$ cat config.mk
export PLATFORM = sky130hd
export DESIGN_NAME = sram_async_ctrl
export DESIGN_NICKNAME = d
export VERILOG_FILES = /design/src/rtl/sram_ctrl_pkg.sv /design/src/rtl/sram_phase_timer.sv /design/src/rtl/sram_strobe_reg.sv /design/src/rtl/sram_async_ctrl.sv
export SDC_FILE = /design/constraint.sdc
export NUM_CORES = 1
export LEC_CHECK = 0
export ABC_AREA = 1
export ABC_CLOCK_PERIOD_IN_PS = 2100
export BUFFER_PORTS_ARGS = -buffer_cell sky130_fd_sc_hd__buf_2
export CORE_MARGIN = 3
export CORE_UTILIZATION = 45
export CTS_BUF_LIST = sky130_fd_sc_hd__clkbuf_8
export DETAILED_ROUTE_END_ITERATION = 10
export PLACE_DENSITY_LB_ADDON = 0.05
export SKIP_CTS_REPAIR_TIMING = 1
export SYNTH_ARGS = -nofsm -noshare
export SYNTH_HDL_FRONTEND = slang
export SYNTH_HIERARCHICAL = 1
export SYNTH_SLANG_ARGS = --single-unit
$ cat constraint.sdc
create_clock -name clk -period 2.1 [get_ports clk]
set_clock_uncertainty 0.1 [all_clocks]
set_input_delay 0.42 -clock clk [delete_from_list [all_inputs] [get_ports clk]]
set_output_delay 0.42 -clock clk [all_outputs]
set_load 0.01 [all_outputs]
$ cat src/rtl/sram_ctrl_pkg.sv
package sram_ctrl_pkg;

    typedef enum logic [2:0] {
        PH_IDLE,
        PH_SETUP,
        PH_STROBE,
        PH_HOLD,
        PH_RECOVER
    } phase_e;

    // Nanoseconds to clock cycles, rounded up, never below one cycle.
    function automatic int unsigned ns_to_cycles(input int unsigned t_ns,
                                                 input int unsigned period_ns);
        int unsigned c;
        c = (t_ns + period_ns - 1) / period_ns;
        return (c < 1) ? 1 : c;
    endfunction

    function automatic int unsigned max2(input int unsigned a, input int unsigned b);
        return (a > b) ? a : b;
    endfunction

    // a - b, floored at one cycle
    function automatic int unsigned sub_min1(input int unsigned a, input int unsigned b);
        return (a > b) ? (a - b) : 1;
    endfunction

endpackage

$ cat src/rtl/sram_phase_timer.sv
module sram_phase_timer #(
    parameter int CNT_W = 3
) (
    input  logic             clk,
    input  logic             rst_n,
    input  logic             load,
    input  logic [CNT_W-1:0] load_val,
    output logic             expired
);
    logic [CNT_W-1:0] cnt_d, cnt_q;

    always_comb begin
        cnt_d = cnt_q;
        if (load)
            cnt_d = load_val;
        else if (cnt_q != '0)
            cnt_d = cnt_q - 1'b1;
    end

    always_ff @(posedge clk or negedge rst_n) begin
        if (!rst_n)
            cnt_q <= '0;
        else
            cnt_q <= cnt_d;
    end

    assign expired = (cnt_q == '0);

endmodule

$ cat src/rtl/sram_strobe_reg.sv
module sram_strobe_reg
    import sram_ctrl_pkg::*;
(
    input  logic   clk,
    input  logic   rst_n,
    input  phase_e nxt_phase,
    input  logic   nxt_write,
    output logic   ce_n,
    output logic   ce,
    output logic   oe_n,
    output logic   we_n,
    output logic   dq_oe
);
    typedef struct packed {
        logic ce_n;
        logic ce;
        logic oe_n;
        logic we_n;
        logic dq_oe;
    } pins_t;

    pins_t d, q;

    always_comb begin
        logic sel;
        logic strobe;
        sel     = (nxt_phase == PH_SETUP) || (nxt_phase == PH_STROBE) || (nxt_phase == PH_HOLD);
        strobe  = (nxt_phase == PH_STROBE);
        d.ce_n  = !sel;
        d.ce    = sel;
        d.we_n  = !(strobe && nxt_write);
        d.oe_n  = !(strobe && !nxt_write);
        d.dq_oe = strobe && nxt_write;
    end

    always_ff @(posedge clk or negedge rst_n) begin
        if (!rst_n)
            q <= '{ce_n: 1'b1, ce: 1'b0, oe_n: 1'b1, we_n: 1'b1, dq_oe: 1'b0};
        else
            q <= d;
    end

    assign ce_n  = q.ce_n;
    assign ce    = q.ce;
    assign oe_n  = q.oe_n;
    assign we_n  = q.we_n;
    assign dq_oe = q.dq_oe;

    // drivers only inside the write strobe
    a_r6_drive_in_strobe: assert property (@(posedge clk) disable iff (!rst_n)
        dq_oe |-> !we_n);

    // read enable held high whenever the write strobe is low
    a_r5_oe_high_in_write: assert property (@(posedge clk) disable iff (!rst_n)
        !we_n |-> oe_n);

    // end of read strobe deselects the chip at the same edge
    a_r9_deselect_after_read: assert property (@(posedge clk) disable iff (!rst_n)
        $rose(oe_n) |-> (ce_n && !ce));

endmodule

$ cat src/rtl/sram_async_ctrl.sv
module sram_async_ctrl
    import sram_ctrl_pkg::*;
#(
    parameter int unsigned CLK_PERIOD_NS      = 10,
    parameter int unsigned ADDR_W             = 17,
    parameter int unsigned DATA_W             = 8,
    parameter int unsigned T_ADDR_SETUP_NS    = 0,
    parameter int unsigned T_WE_PULSE_NS      = 25,
    parameter int unsigned T_ADDR_TO_WEND_NS  = 25,
    parameter int unsigned T_WRITE_CYCLE_NS   = 35,
    parameter int unsigned T_WRITE_RECOV_NS   = 0,
    parameter int unsigned T_READ_ACCESS_NS   = 35,
    parameter int unsigned T_BUS_RELEASE_NS   = 10
) (
    input  logic              clk,
    input  logic              rst_n,
    input  logic              req_valid,
    output logic              req_ready,
    input  logic              req_write,
    input  logic [ADDR_W-1:0] req_addr,
    input  logic [DATA_W-1:0] req_wdata,
    output logic              rsp_done,
    output logic [DATA_W-1:0] rsp_rdata,
    output logic [ADDR_W-1:0] mem_addr,
    output logic [DATA_W-1:0] mem_dq_out,
    output logic              mem_dq_oe,
    input  logic [DATA_W-1:0] mem_dq_in,
    output logic              mem_ce_n,
    output logic              mem_ce,
    output logic              mem_oe_n,
    output logic              mem_we_n
);
    // nanosecond figures turned into cycle counts
    localparam int unsigned SETUP_CYC  = ns_to_cycles(T_ADDR_SETUP_NS, CLK_PERIOD_NS);
    localparam int unsigned PULSE_CYC  = max2(ns_to_cycles(T_WE_PULSE_NS, CLK_PERIOD_NS),
                                              sub_min1(ns_to_cycles(T_ADDR_TO_WEND_NS, CLK_PERIOD_NS), SETUP_CYC));
    localparam int unsigned RECOV_CYC  = max2(ns_to_cycles(T_WRITE_RECOV_NS, CLK_PERIOD_NS),
                                              sub_min1(ns_to_cycles(T_WRITE_CYCLE_NS, CLK_PERIOD_NS),
                                                       SETUP_CYC + PULSE_CYC));
    localparam int unsigned ACCESS_CYC = ns_to_cycles(T_READ_ACCESS_NS, CLK_PERIOD_NS);
    localparam int unsigned TURN_CYC   = ns_to_cycles(T_BUS_RELEASE_NS, CLK_PERIOD_NS);
    localparam int unsigned MAX_CYC    = max2(max2(max2(SETUP_CYC, PULSE_CYC), max2(RECOV_CYC, ACCESS_CYC)),
                                              TURN_CYC);
    localparam int CNT_W = (MAX_CYC > 2) ? $clog2(MAX_CYC) : 1;

    localparam logic [CNT_W-1:0] LD_SETUP  = CNT_W'(SETUP_CYC - 1);
    localparam logic [CNT_W-1:0] LD_PULSE  = CNT_W'(PULSE_CYC - 1);
    localparam logic [CNT_W-1:0] LD_RECOV  = CNT_W'(RECOV_CYC - 1);
    localparam logic [CNT_W-1:0] LD_ACCESS = CNT_W'(ACCESS_CYC - 1);
    localparam logic [CNT_W-1:0] LD_TURN   = CNT_W'(TURN_CYC - 1);

    typedef struct packed {
        phase_e            phase;
        logic              write;
        logic [ADDR_W-1:0] addr;
        logic [DATA_W-1:0] wdata;
        logic [DATA_W-1:0] rdata;
        logic              ready;
        logic              done;
    } ctrl_t;

    ctrl_t            d, q;
    logic             tmr_load;
    logic [CNT_W-1:0] tmr_val;
    logic             tmr_expired;

    always_comb begin
        d        = q;
        d.done   = 1'b0;
        tmr_load = 1'b0;
        tmr_val  = '0;
        unique case (q.phase)
            PH_IDLE: begin
                if (req_valid && q.ready) begin
                    d.phase  = PH_SETUP;
                    d.ready  = 1'b0;
                    d.write  = req_write;
                    d.addr   = req_addr;
                    d.wdata  = req_wdata;
                    tmr_load = 1'b1;
                    tmr_val  = LD_SETUP;
                end
            end
            PH_SETUP: begin
                if (tmr_expired) begin
                    d.phase  = PH_STROBE;
                    tmr_load = 1'b1;
                    tmr_val  = q.write ? LD_PULSE : LD_ACCESS;
                end
            end
            PH_STROBE: begin
                if (tmr_expired) begin
                    tmr_load = 1'b1;
                    if (q.write) begin
                        d.phase = PH_HOLD;
                        tmr_val = LD_RECOV;
                    end else begin
                        d.phase = PH_RECOVER;
                        d.rdata = mem_dq_in;
                        tmr_val = LD_TURN;
                    end
                end
            end
            PH_HOLD, PH_RECOVER: begin
                if (tmr_expired) begin
                    d.phase = PH_IDLE;
                    d.ready = 1'b1;
                    d.done  = 1'b1;
                end
            end
            default: begin
                d.phase = PH_IDLE;
                d.ready = 1'b1;
            end
        endcase
    end

    always_ff @(posedge clk or negedge rst_n) begin
        if (!rst_n) begin
            q.phase <= PH_IDLE;
            q.write <= 1'b0;
            q.addr  <= '0;
            q.wdata <= '0;
            q.rdata <= '0;
            q.ready <= 1'b1;
            q.done  <= 1'b0;
        end else begin
            q <= d;
        end
    end

    sram_phase_timer #(.CNT_W(CNT_W)) timer_i (
        .clk      (clk),
        .rst_n    (rst_n),
        .load     (tmr_load),
        .load_val (tmr_val),
        .expired  (tmr_expired)
    );

    sram_strobe_reg strobe_i (
        .clk       (clk),
        .rst_n     (rst_n),
        .nxt_phase (d.phase),
        .nxt_write (d.write),
        .ce_n      (mem_ce_n),
        .ce        (mem_ce),
        .oe_n      (mem_oe_n),
        .we_n      (mem_we_n),
        .dq_oe     (mem_dq_oe)
    );

    assign req_ready  = q.ready;
    assign rsp_done   = q.done;
    assign rsp_rdata  = q.rdata;
    assign mem_addr   = q.addr;
    assign mem_dq_out = q.wdata;

    // idle means standby
    a_r2_standby_when_ready: assert property (@(posedge clk) disable iff (!rst_n)
        req_ready |-> (mem_ce_n && !mem_ce && mem_we_n && mem_oe_n));

    // pins stable while selected
    a_r4_pins_stable: assert property (@(posedge clk) disable iff (!rst_n)
        (!mem_ce_n && $past(!mem_ce_n)) |-> ($stable(mem_addr) && $stable(mem_dq_out)));

    // done lasts one cycle and arrives with the return to idle
    a_r8_done_single: assert property (@(posedge clk) disable iff (!rst_n)
        rsp_done |=> !rsp_done);
    a_r8_done_idle: assert property (@(posedge clk) disable iff (!rst_n)
        rsp_done |-> req_ready);

    // accepting a request drops ready on the next edge
    a_r3_ready_drops: assert property (@(posedge clk) disable iff (!rst_n)
        (req_valid && req_ready) |=> !req_ready);

endmodule

==> summary.md, run 1 <==
| Metric | Value |
|---|---|
| Area share of the largest cell type after synthesis | 0.433 |
| Wire per inst | 10.6 µm |
| Synthesized area per cell | 9.63 µm² |
| R2R Path Start | q[37]$_DFF_PN0_ |
| Final slew viol count | 0 |
| Top cells by count, synth | 43 x inv_1, 42 x dfrtp_1, 35 x o21ai_2 |
| Via count | 1623 |
| Register area | 1160 µm² |
| Busiest layer in global routing | met2 |
| Initial Util | 0.469 |
| Post-Syn Nets | 290 |
| Hold EP | rsp_rdata[5]$_DFFE_PN0P_ |
| Area grow syn2layout | 12.4% |
| Die area | 6310 µm² |
| Skew-Pair Late Insertion Delay | 0.30 ns |
| Req. time, crit path | 2.23 ns |
| Yosys top cell by area | dfrtp_1 |
| Row count | 26 |
| Hold path start | mem_dq_in[5] |
| HP Class | input pin to flip-flop |
| Status | finished clean |
| Overall Power | 3.98 mW |
| Root Buffer | clkbuf_8 |
| Cells after Synth | 252 |
| Share of layout cells above drive strength 1 | 0.530 |
| H-tree levels | 2 |
| Count leader, synth | inv_1 |
| Antenna viol nets, final | 0 |
| CTS tree | yes |
| Number of fill cells | 475 |
| Main synth FF type | dfrtp_1 |
| Reg2Reg Capture Point | timer_i/cnt_q[0]$_DFFE_PN0P_ |
| IO Count | 77 |
| Largest net degree at the start of global routing | 47 |
| DRC Markers | 0 |
| Total routed wirelength | 3930 µm |
| Max Cap Viol | 0 |
| Clk buf depth | 2 |
| Minimum clock period | 1.76 ns |
| First-pass DRT Iterations | 4 |
| Vias in the first global route | 1500 |
| Fin Setup TNS | 0 ns |
| Worst IR Drop VDD | 0.685 mV |
| Final period utilization | 0.839 |
| #FFs+latches synth | 46 |
| Register-to-Register Path Depth | 7 |
| Grt ovf | 0 |
| First-pass GRT wire length | 6680 µm |
| DP Wirelength | 2880 µm |
| Global Route Usage Sum | 0.136 |
| CP Max Fanout | 20 |
| DRT iter0 DRCs | 64 |
| Sequential area share after synthesis | 0.477 |
| EDFF count, synth | 0 |
| Worst setup EP type | flip-flop |
| Async SR Flop Fraction | 1.00 |
| Nets | 339 |
| Clk pin slew, worst setup/hold paths | 0.08 ns |
| N_diodes | 0 |
| I/O Buffers | 76 |
| Core footprint | 5170 µm² |
| CP Class | flip-flop to flip-flop |
| YS warnings | 6 |
| Area contributors post-synth | dfrtp_1 43%, o21ai_2 13%, buf_4 10% |
| Die height | 79.4 µm |
| RSZ-0062 raised after global routing | false |
| LEAKAGE | 1.50 nW |
| Pwr Density | 1460 nW/µm² |
| CP arrival | 1.90 ns |
| Placer Congestion | 0.766 |
| Highest clock rate | 567 MHz |
| Vias per cell | 4.36 |
| Final hold vios | 0 |
| WHS Path Cells | 3 |
| Worst slew margin | 0.665 |
| DIE WIDTH | 79.4 µm |
| Post-Syn Area | 2430 µm² |
| Met2 GRT Util | 0.213 |
| Area of the multi-input gates | 771 µm² |
| Initial antenna violation count | 0 |
| Total CTS buffers | 5 |
| Worst R2R Setup Slack | 0.34 ns |
| M1 GR Usage | 0.175 |
| Yosys cell types | 22 |
| Clock sink total | 46 |
| Critical path startpoint category | flip-flop |
| Final setup fails | 0 |
| Met3 usage | 0.0406 |
| Worst Max-Slew Pin Slew | 0.500 ns |
-- registers in the layout, indices dropped and copies added, names as in the netlist --
signal          cells
mem_addr           17
mem_dq_out          8
q                   4
req_ready           1
rsp_done            1
rsp_rdata           8
strobe_i/ce         1
strobe_i/ce_n       1
strobe_i/dq_oe      1
strobe_i/oe_n       1
strobe_i/we_n       1
timer_i/cnt_q       2
-- critical path, stage by stage (launching register included) --
cell and delay, ns:
dfrtp_1 0.49, nor2_4 0.20, nand3_4 0.29, o21ai_1 0.29, inv_1 0.11, nand2_1 0.09, nand2_1 0.06, nand2_1 0.06
-- layout make-up --
class	count	area share
Sequential cell	46	0.424
Multi-Input combinational cell	119	0.283
Timing Repair Buffer	81	0.163
Inverter	48	0.0661
Tap cell	70	0.0321
Clock buffer	5	0.0252
Clock inverter	3	0.00642
-- layer usage --
metal	vias up	wire (µm)
li1	840	-
met1	726	1850
met3	7	249
met5	-	0
met2	50	1750
met4	0	73
-- where the power goes --
part           switching (mW)  internal (mW)  leakage (nW)
sequential              0.265           1.32         0.568
combinational            1.09          0.783         0.885
clock                   0.291          0.230        0.0493
-- worst max path at each step --
stage	start	to	depth (start not counted)
global placement	q[37]$_DFF_PN0_	timer_i/cnt_q[0]$_DFFE_PN0P_	7
detailed placement	q[37]$_DFF_PN0_	timer_i/cnt_q[0]$_DFFE_PN0P_	7
global route	q[37]$_DFF_PN0_	timer_i/cnt_q[0]$_DFFE_PN0P_	7
CTS	q[37]$_DFF_PN0_	timer_i/cnt_q[0]$_DFFE_PN0P_	7
floorplan	timer_i/cnt_q[0]$_DFFE_PN0P_	strobe_i/ce$_DFF_PN0_	10
finish	q[37]$_DFF_PN0_	timer_i/cnt_q[0]$_DFFE_PN0P_	7
-- cells by family after synthesis --
group / Yosys count / share of synthesized area
buf+inv: 87 / 0.206
simple gates: 75 / 0.168
fa+ha+maj: 1 / 0.00516
flops: 46 / 0.477
compound gates: 43 / 0.145
-- per-stage QoR --
step,hold WS [ns],cell area (µm²),util,instances,setup slack [ns]
6_report,0.253,2730,0.527,372,0.338
2_1_floorplan,0.0244,2430,-,252,0.411
3_3_place_gp,0.325,2630,0.508,363,0.373
4_1_cts,-0.00280,2720,0.525,371,0.313
5_1_grt,0.239,2730,0.527,372,0.147
3_5_place_dp,0.323,2630,0.508,363,0.333
-- cell usage in the layout, fill, tap and decap left out --
cell type	instances
nand3_1	8
buf_12	2
nand4_1	3
o21ai_0	4
nand2_2	23
nor2_2	2
clkinv_2	1
nor2_4	1
nor2_1	3
o21ai_1	2
ha_1	1
o21ai_2	35
clkbuf_8	5
buf_2	76
nand3_4	1
nand3_2	1
inv_2	5
nand4_4	1
dfrtp_1	42
dlygate4sd3_1	1
clkinv_4	1
o211ai_1	2
dfstp_2	4
inv_1	44
nand2_1	32
buf_4	2
Power figures use the tool's default switching activity.
==> run 2, diff against run 1 <==
--- a/config.mk
+++ b/config.mk
@@ -6,7 +6,7 @@
 export NUM_CORES = 1
 export LEC_CHECK = 0
 export ABC_AREA = 1
-export ABC_CLOCK_PERIOD_IN_PS = 2100
+export ABC_CLOCK_PERIOD_IN_PS = 1500
 export BUFFER_PORTS_ARGS = -buffer_cell sky130_fd_sc_hd__buf_2
 export CORE_MARGIN = 3
 export CORE_UTILIZATION = 45
==> constraint.sdc (replaced) <==
create_clock -name clk -period 1.5 [get_ports clk]
set_clock_uncertainty 0.1 [all_clocks]
set_input_delay 0.3 -clock clk [delete_from_list [all_inputs] [get_ports clk]]
set_output_delay 0.3 -clock clk [all_outputs]
set_load 0.01 [all_outputs]
==> summary.md, run 2 (synthesis results as in run 1) <==
| Metric | Value |
|---|---|
| Highest clock rate | 696 MHz |
| Total CTS buffers | 5 |
| Antenna viol nets, final | 0 |
| Die height | 79.4 µm |
| DRC Markers | 0 |
| IO Count | 77 |
| I/O Buffers | 76 |
| Max reg flops | 17 |
| Worst IR Drop VDD | 0.923 mV |
| Skew-Pair Late Insertion Delay | 0.29 ns |
| Worst setup EP type | flip-flop |
| Row count | 26 |
| Global Route Usage Sum | 0.140 |
| Root Buffer | clkbuf_8 |
| Die area | 6310 µm² |
| H-tree levels | 2 |
| CTS tree | yes |
| Register-to-Register Path Depth | 8 |
| First-pass DRT Iterations | 4 |
| Final period utilization | 0.958 |
| Final hold vios | 0 |
| LEAKAGE | 1.56 nW |
| Nets | 347 |
| Vias per cell | 4.32 |
| Final setup fails | 0 |
| Largest net degree at the start of global routing | 47 |
| Setup WS pre-CTS | -0.00482 ns |
| DIE WIDTH | 79.4 µm |
| Busiest layer in global routing | met2 |
| Commonest non-fill, non-tap cell in the layout | buf_2 |
| CP arrival | 1.52 ns |
| Area grow syn2layout | 19.4% |
| Share of layout cells above drive strength 1 | 0.595 |
| Req. time, crit path | 1.59 ns |
| Final slew viol count | 0 |
| Pwr Density | 2130 nW/µm² |
| Number of fill cells | 493 |
| Clk pin slew, worst setup/hold paths | 0.08 ns |
| M1 GR Usage | 0.180 |
| Total routed wirelength | 4200 µm |
| Critical path startpoint category | flip-flop |
| Vias in the first global route | 1543 |
| Met2 GRT Util | 0.229 |
| Max Cap Viol | 0 |
| HP Class | input pin to flip-flop |
| DP Wirelength | 2990 µm |
| Via count | 1639 |
| CP Max Fanout | 16 |
| Core footprint | 5170 µm² |
| Clock sink total | 46 |
| RSZ-0062 raised after global routing | true |
| Most frequent cells in the layout | 76 x buf_2, 40 x dfrtp_1, 39 x inv_1 |
| Status | finished clean |
| Initial antenna violation count | 0 |
| Worst slew margin | 0.834 |
| N_diodes | 0 |
| Fin worst setup slack | 0.0626 ns |
| Placer Congestion | 0.785 |
| Wire per inst | 11.1 µm |
| Clk buf depth | 2 |
| Minimum clock period | 1.44 ns |
| DRT iter0 DRCs | 111 |
| First-pass GRT wire length | 6960 µm |
| WHS Path Cells | 3 |
| Fin Setup TNS | 0 ns |
| Met3 usage | 0.0418 |
| Worst Max-Slew Pin Slew | 0.249 ns |
| CP Class | flip-flop to flip-flop |
| Grt ovf | 0 |
| Initial Util | 0.469 |
[run 2: cell types whose count changed in the layout (fill, tap and decap cells not counted), moves of 2 or more]
cell | before | now
buf_4 | 2 | 8
dfrtp_2 | 0 | 2
inv_1 | 44 | 39
inv_2 | 5 | 7
dfrtp_1 | 42 | 40
nand2_1 | 32 | 26
nand2_2 | 23 | 28
o21ai_0 | 4 | 2
[run 2: routing by layer]
layer	wire, µm	vias to the layer above
met4	51	0
met1	1820	730
met2	2060	45
li1	-	858
met3	264	6
met5	0	-
[run 2: layout make-up]
cell class / instances / area (µm²) / share of cell area
Timing Repair Buffer: 89 / 522 / 0.180
Inverter: 48 / 188 / 0.0648
Clock inverter: 1 / 30.0 / 0.0104
Sequential cell: 46 / 1160 / 0.400
Multi-Input combinational cell: 119 / 828 / 0.286
Tap cell: 70 / 87.6 / 0.0302
Clock buffer: 6 / 82.6 / 0.0285
[run 2: worst paths after layout]
kind                                         startpoint  slack, ns                        end
min                                        req_wdata[7]       0.14  mem_dq_out[7]$_DFFE_PN0P_
max in group asynchronous                         rst_n       0.62    strobe_i/ce_n$_DFF_PN1_
max reg2reg                timer_i/cnt_q[0]$_DFFE_PN0P_       0.06   rsp_rdata[3]$_DFFE_PN0P_
min reg2reg                       req_ready$_DFFE_PN1P_       0.37      req_ready$_DFFE_PN1P_
max                        timer_i/cnt_q[0]$_DFFE_PN0P_       0.06   rsp_rdata[3]$_DFFE_PN0P_
min in group asynchronous                         rst_n       0.41    mem_addr[7]$_DFFE_PN0P_
[run 2: critical path: stages, from the launching register on]
cell     delay [ns]
dfrtp_1        0.40
inv_2          0.07
ha_4           0.18
inv_6          0.06
nor2_4         0.10
nand4_4        0.12
buf_12         0.18
nand2_1        0.07
o21ai_2        0.05
[run 2: metrics by stage]
step,cells,utilization,power (mW),hold slack [ns],area [µm²]
4_1_cts,374,0.543,6.06,-0.120,2810
3_5_place_dp,367,0.522,5.09,0.205,2700
2_1_floorplan,252,-,4.79,-0.0956,2450
6_report,379,0.560,6.18,0.138,2900
5_1_grt,379,0.560,6.71,0.133,2900
3_3_place_gp,367,0.522,5.04,0.203,2700
[run 2: report_power, final]
group	total, mW	leakage [nW]	switching [mW]	internal, mW
Combinational	3.02	0.940	1.69	1.33
Clock	0.932	0.0573	0.399	0.533
Sequential	2.22	0.565	0.377	1.85
Total	6.18	1.56	2.47	3.71
==> run 3, diff against run 2 <==
--- a/config.mk
+++ b/config.mk
@@ -5,7 +5,6 @@
 export SDC_FILE = /design/constraint.sdc
 export NUM_CORES = 1
 export LEC_CHECK = 0
-export ABC_AREA = 1
 export ABC_CLOCK_PERIOD_IN_PS = 1500
 export BUFFER_PORTS_ARGS = -buffer_cell sky130_fd_sc_hd__buf_2
 export CORE_MARGIN = 3
@@ -13,6 +12,7 @@
 export CTS_BUF_LIST = sky130_fd_sc_hd__clkbuf_8
 export DETAILED_ROUTE_END_ITERATION = 10
 export PLACE_DENSITY_LB_ADDON = 0.05
+export SETUP_SLACK_MARGIN = 0.3
 export SKIP_CTS_REPAIR_TIMING = 1
 export SYNTH_ARGS = -nofsm -noshare
 export SYNTH_HDL_FRONTEND = slang
==> summary.md, run 3 <==
| Metric | Value |
|---|---|
| Total CTS buffers | 5 |
| Yosys cell types | 36 |
| Area share of the largest cell type after synthesis | 0.478 |
| Status | finished with violations |
| Placer Congestion | 0.739 |
| Sequential area share after synthesis | 0.526 |
| Root Buffer | clkbuf_8 |
| Nets | 282 |
| Die height | 75.9 µm |
| LEAKAGE | 1.51 nW |
| Register area | 1160 µm² |
| YS warnings | 6 |
| Most frequent cells in the layout | 69 x buf_2, 42 x dfrtp_1, 35 x buf_4 |
| Max Cap Viol | 0 |
| #FFs+latches synth | 46 |
| Worst R2R Setup Slack | -0.35 ns |
| Grt ovf | 0 |
| Final slew viol count | 0 |
| Max reg flops | 17 |
| DP Wirelength | 2910 µm |
| Synthesized area per cell | 13.7 µm² |
| DIE WIDTH | 75.9 µm |
| Commonest non-fill, non-tap cell in the layout | buf_2 |
| Total routed wirelength | 4010 µm |
| Initial Util | 0.485 |
| Via count | 1407 |
| Top cells by count, synth | 42 x dfrtp_1, 33 x buf_4, 18 x mux2_4 |
| R2R Path Start | q[38]$_DFF_PN0_ |
| Cells after Synth | 160 |
| Minimum clock period | 1.85 ns |
| Row count | 24 |
| CP Max Fanout | 4 |
| Global Route Usage Sum | 0.135 |
| Post-Syn Nets | 198 |
| Hold path start | req_addr[15] |
| Combinational family with the most area after synthesis | multiplexers |
| Async SR Flop Fraction | 1.00 |
| Vias in the first global route | 1363 |
| Post-Synth XOR/XNOR Area | 0.00399 |
| Overall Power | 5.78 mW |
| CP arrival | 1.96 ns |
| Clock sink total | 46 |
| First-pass DRT Iterations | 4 |
| Area of the multi-input gates | 818 µm² |
| IO Count | 77 |
| Area grow syn2layout | 32.6% |
| Synth Area in Compound Gates | 0.0444 |
| Worst Max-Slew Pin Slew | 0.425 ns |
| Skew-Pair Late Insertion Delay | 0.29 ns |
| H-tree levels | 2 |
| Area contributors post-synth | dfrtp_1 48%, mux2_4 12%, buf_4 11% |
| Final setup fails | 41 |
| Final period utilization | 1.23 |
| Wire per inst | 12.9 µm |
| Clk buf depth | 2 |
| Yosys top cell by area | dfrtp_1 |
| Share of layout cells above drive strength 1 | 0.706 |
| Setup WS pre-CTS | -0.375 ns |
| Initial antenna violation count | 0 |
| HP Class | input pin to flip-flop |
| RSZ-0062 raised after global routing | true |
| Highest clock rate | 540 MHz |
| DRT iter0 DRCs | 52 |
| Multiplexer area fraction after synthesis | 0.205 |
| Worst IR Drop VDD | 0.854 mV |
| Core footprint | 4530 µm² |
| Die area | 5760 µm² |
| Pwr Density | 1980 nW/µm² |
| Vias per cell | 4.54 |
| EDFF count, synth | 0 |
| N_diodes | 0 |
| Post-Syn Area | 2200 µm² |
| Fin worst setup slack | -0.352 ns |
| Req. time, crit path | 1.61 ns |
| Hold EP | mem_addr[15]$_DFFE_PN0P_ |
| Post-layout util | 0.642 |
| DRC Markers | 0 |
| Number of fill cells | 357 |
| Worst setup EP type | flip-flop |
| I/O Buffers | 76 |
| Clk pin slew, worst setup/hold paths | 0.08 ns |
| Post-Synth Adder-Cell Area | 0.00569 |
| Reg2Reg Capture Point | strobe_i/oe_n$_DFF_PN1_ |
| Origin of the worst setup path | q[38]$_DFF_PN0_ |
| CP Class | flip-flop to flip-flop |
| WHS Path Cells | 2 |
| Register-to-Register Path Depth | 4 |
| Worst slew margin | 0.716 |
| Main synth FF type | dfrtp_1 |
| Count leader, synth | dfrtp_1 |
| Post-Synth Simple-Gate Area | 0.0752 |
| Critical path startpoint category | flip-flop |
| CTS tree | yes |
| Failing checks | negative setup slack |
| First-pass GRT wire length | 5870 µm |
| Final hold vios | 0 |
| Largest net degree at the start of global routing | 22 |
| Antenna viol nets, final | 0 |
run 3: cell types whose count changed after synthesis, sizes merged, moves of 2 or more:
| cell | change |
|---|---|
| nor3 | +2 |
| nor2 | -2 |
| nand3 | -10 |
| nand4bb | +2 |
| o211ai | -2 |
| a21oi | +3 |
| nand2 | -50 |
| o21ai | -38 |
| inv | -45 |
| mux2 | +34 |
| nand4 | -4 |
| nor4b | +2 |
run 3: kinds of logic after synthesis:
logic type,Yosys count
AO/OA/AOI/OAI,14
XOR/XNOR,1
adder cells (fa/ha/maj),1
buffers and inverters,42
flip-flops,46
multiplexers,34
AND/OR/NAND/NOR,22
run 3: worst max-delay path: stages, from the launching register on:
cell and delay (ns):
dfrtp_1 0.41, nor4b_4 0.35, nand2_4 0.10, mux2_4 0.31
or4b_1 0.50
run 3: cell type report:
cell class	instances	area share
Clock buffer	5	0.0236
Clock inverter	3	0.00601
Inverter	3	0.00387
Multi-Input combinational cell	72	0.281
Sequential cell	46	0.397
Tap cell	65	0.0279
Timing Repair Buffer	116	0.261
run 3: metal layers:
metal / up-vias / part of all wire / track usage
met1: 670 / 0.41 / 0.156
met3: 5 / 0.064 / 0.0356
met4: 0 / 0.011 / 0.0621
li1: 683 / - / -
met2: 49 / 0.51 / 0.234
met5: - / 0 / 0
run 3: metrics by stage:
| step | cell area [µm²] | cells | hold WS, ns | TNS (ns) |
|---|---|---|---|---|
| final | 2910 | 310 | 0.137 | -6.11 |
| after global routing | 2910 | 310 | 0.119 | -9.66 |
| after CTS | 2620 | 289 | -0.159 | -7.91 |
| after global placement | 2530 | 281 | 0.157 | -5.82 |
| after detailed placement | 2530 | 281 | 0.160 | -7.50 |
| after floorplan | 2210 | 160 | -0.0956 | -5.44 |
run 3: how the worst max path moves through the flow:
stage	end	slack [ns]	cells past startpoint
after floorplan	strobe_i/oe_n$_DFF_PN1_	-0.57	6
after detailed placement	strobe_i/oe_n$_DFF_PN1_	-0.38	4
after CTS	timer_i/cnt_q[1]$_DFFE_PN0P_	-0.39	6
after global placement	strobe_i/oe_n$_DFF_PN1_	-0.34	4
final	strobe_i/oe_n$_DFF_PN1_	-0.35	4
after global routing	strobe_i/oe_n$_DFF_PN1_	-0.44	4
run 3: power breakdown:
part | switching (mW) | internal [mW] | total [mW]
clock | 0.392 | 0.322 | 0.714
sequential | 0.293 | 1.81 | 2.11
combinational | 1.18 | 1.78 | 2.96
total | 1.86 | 3.92 | 5.78
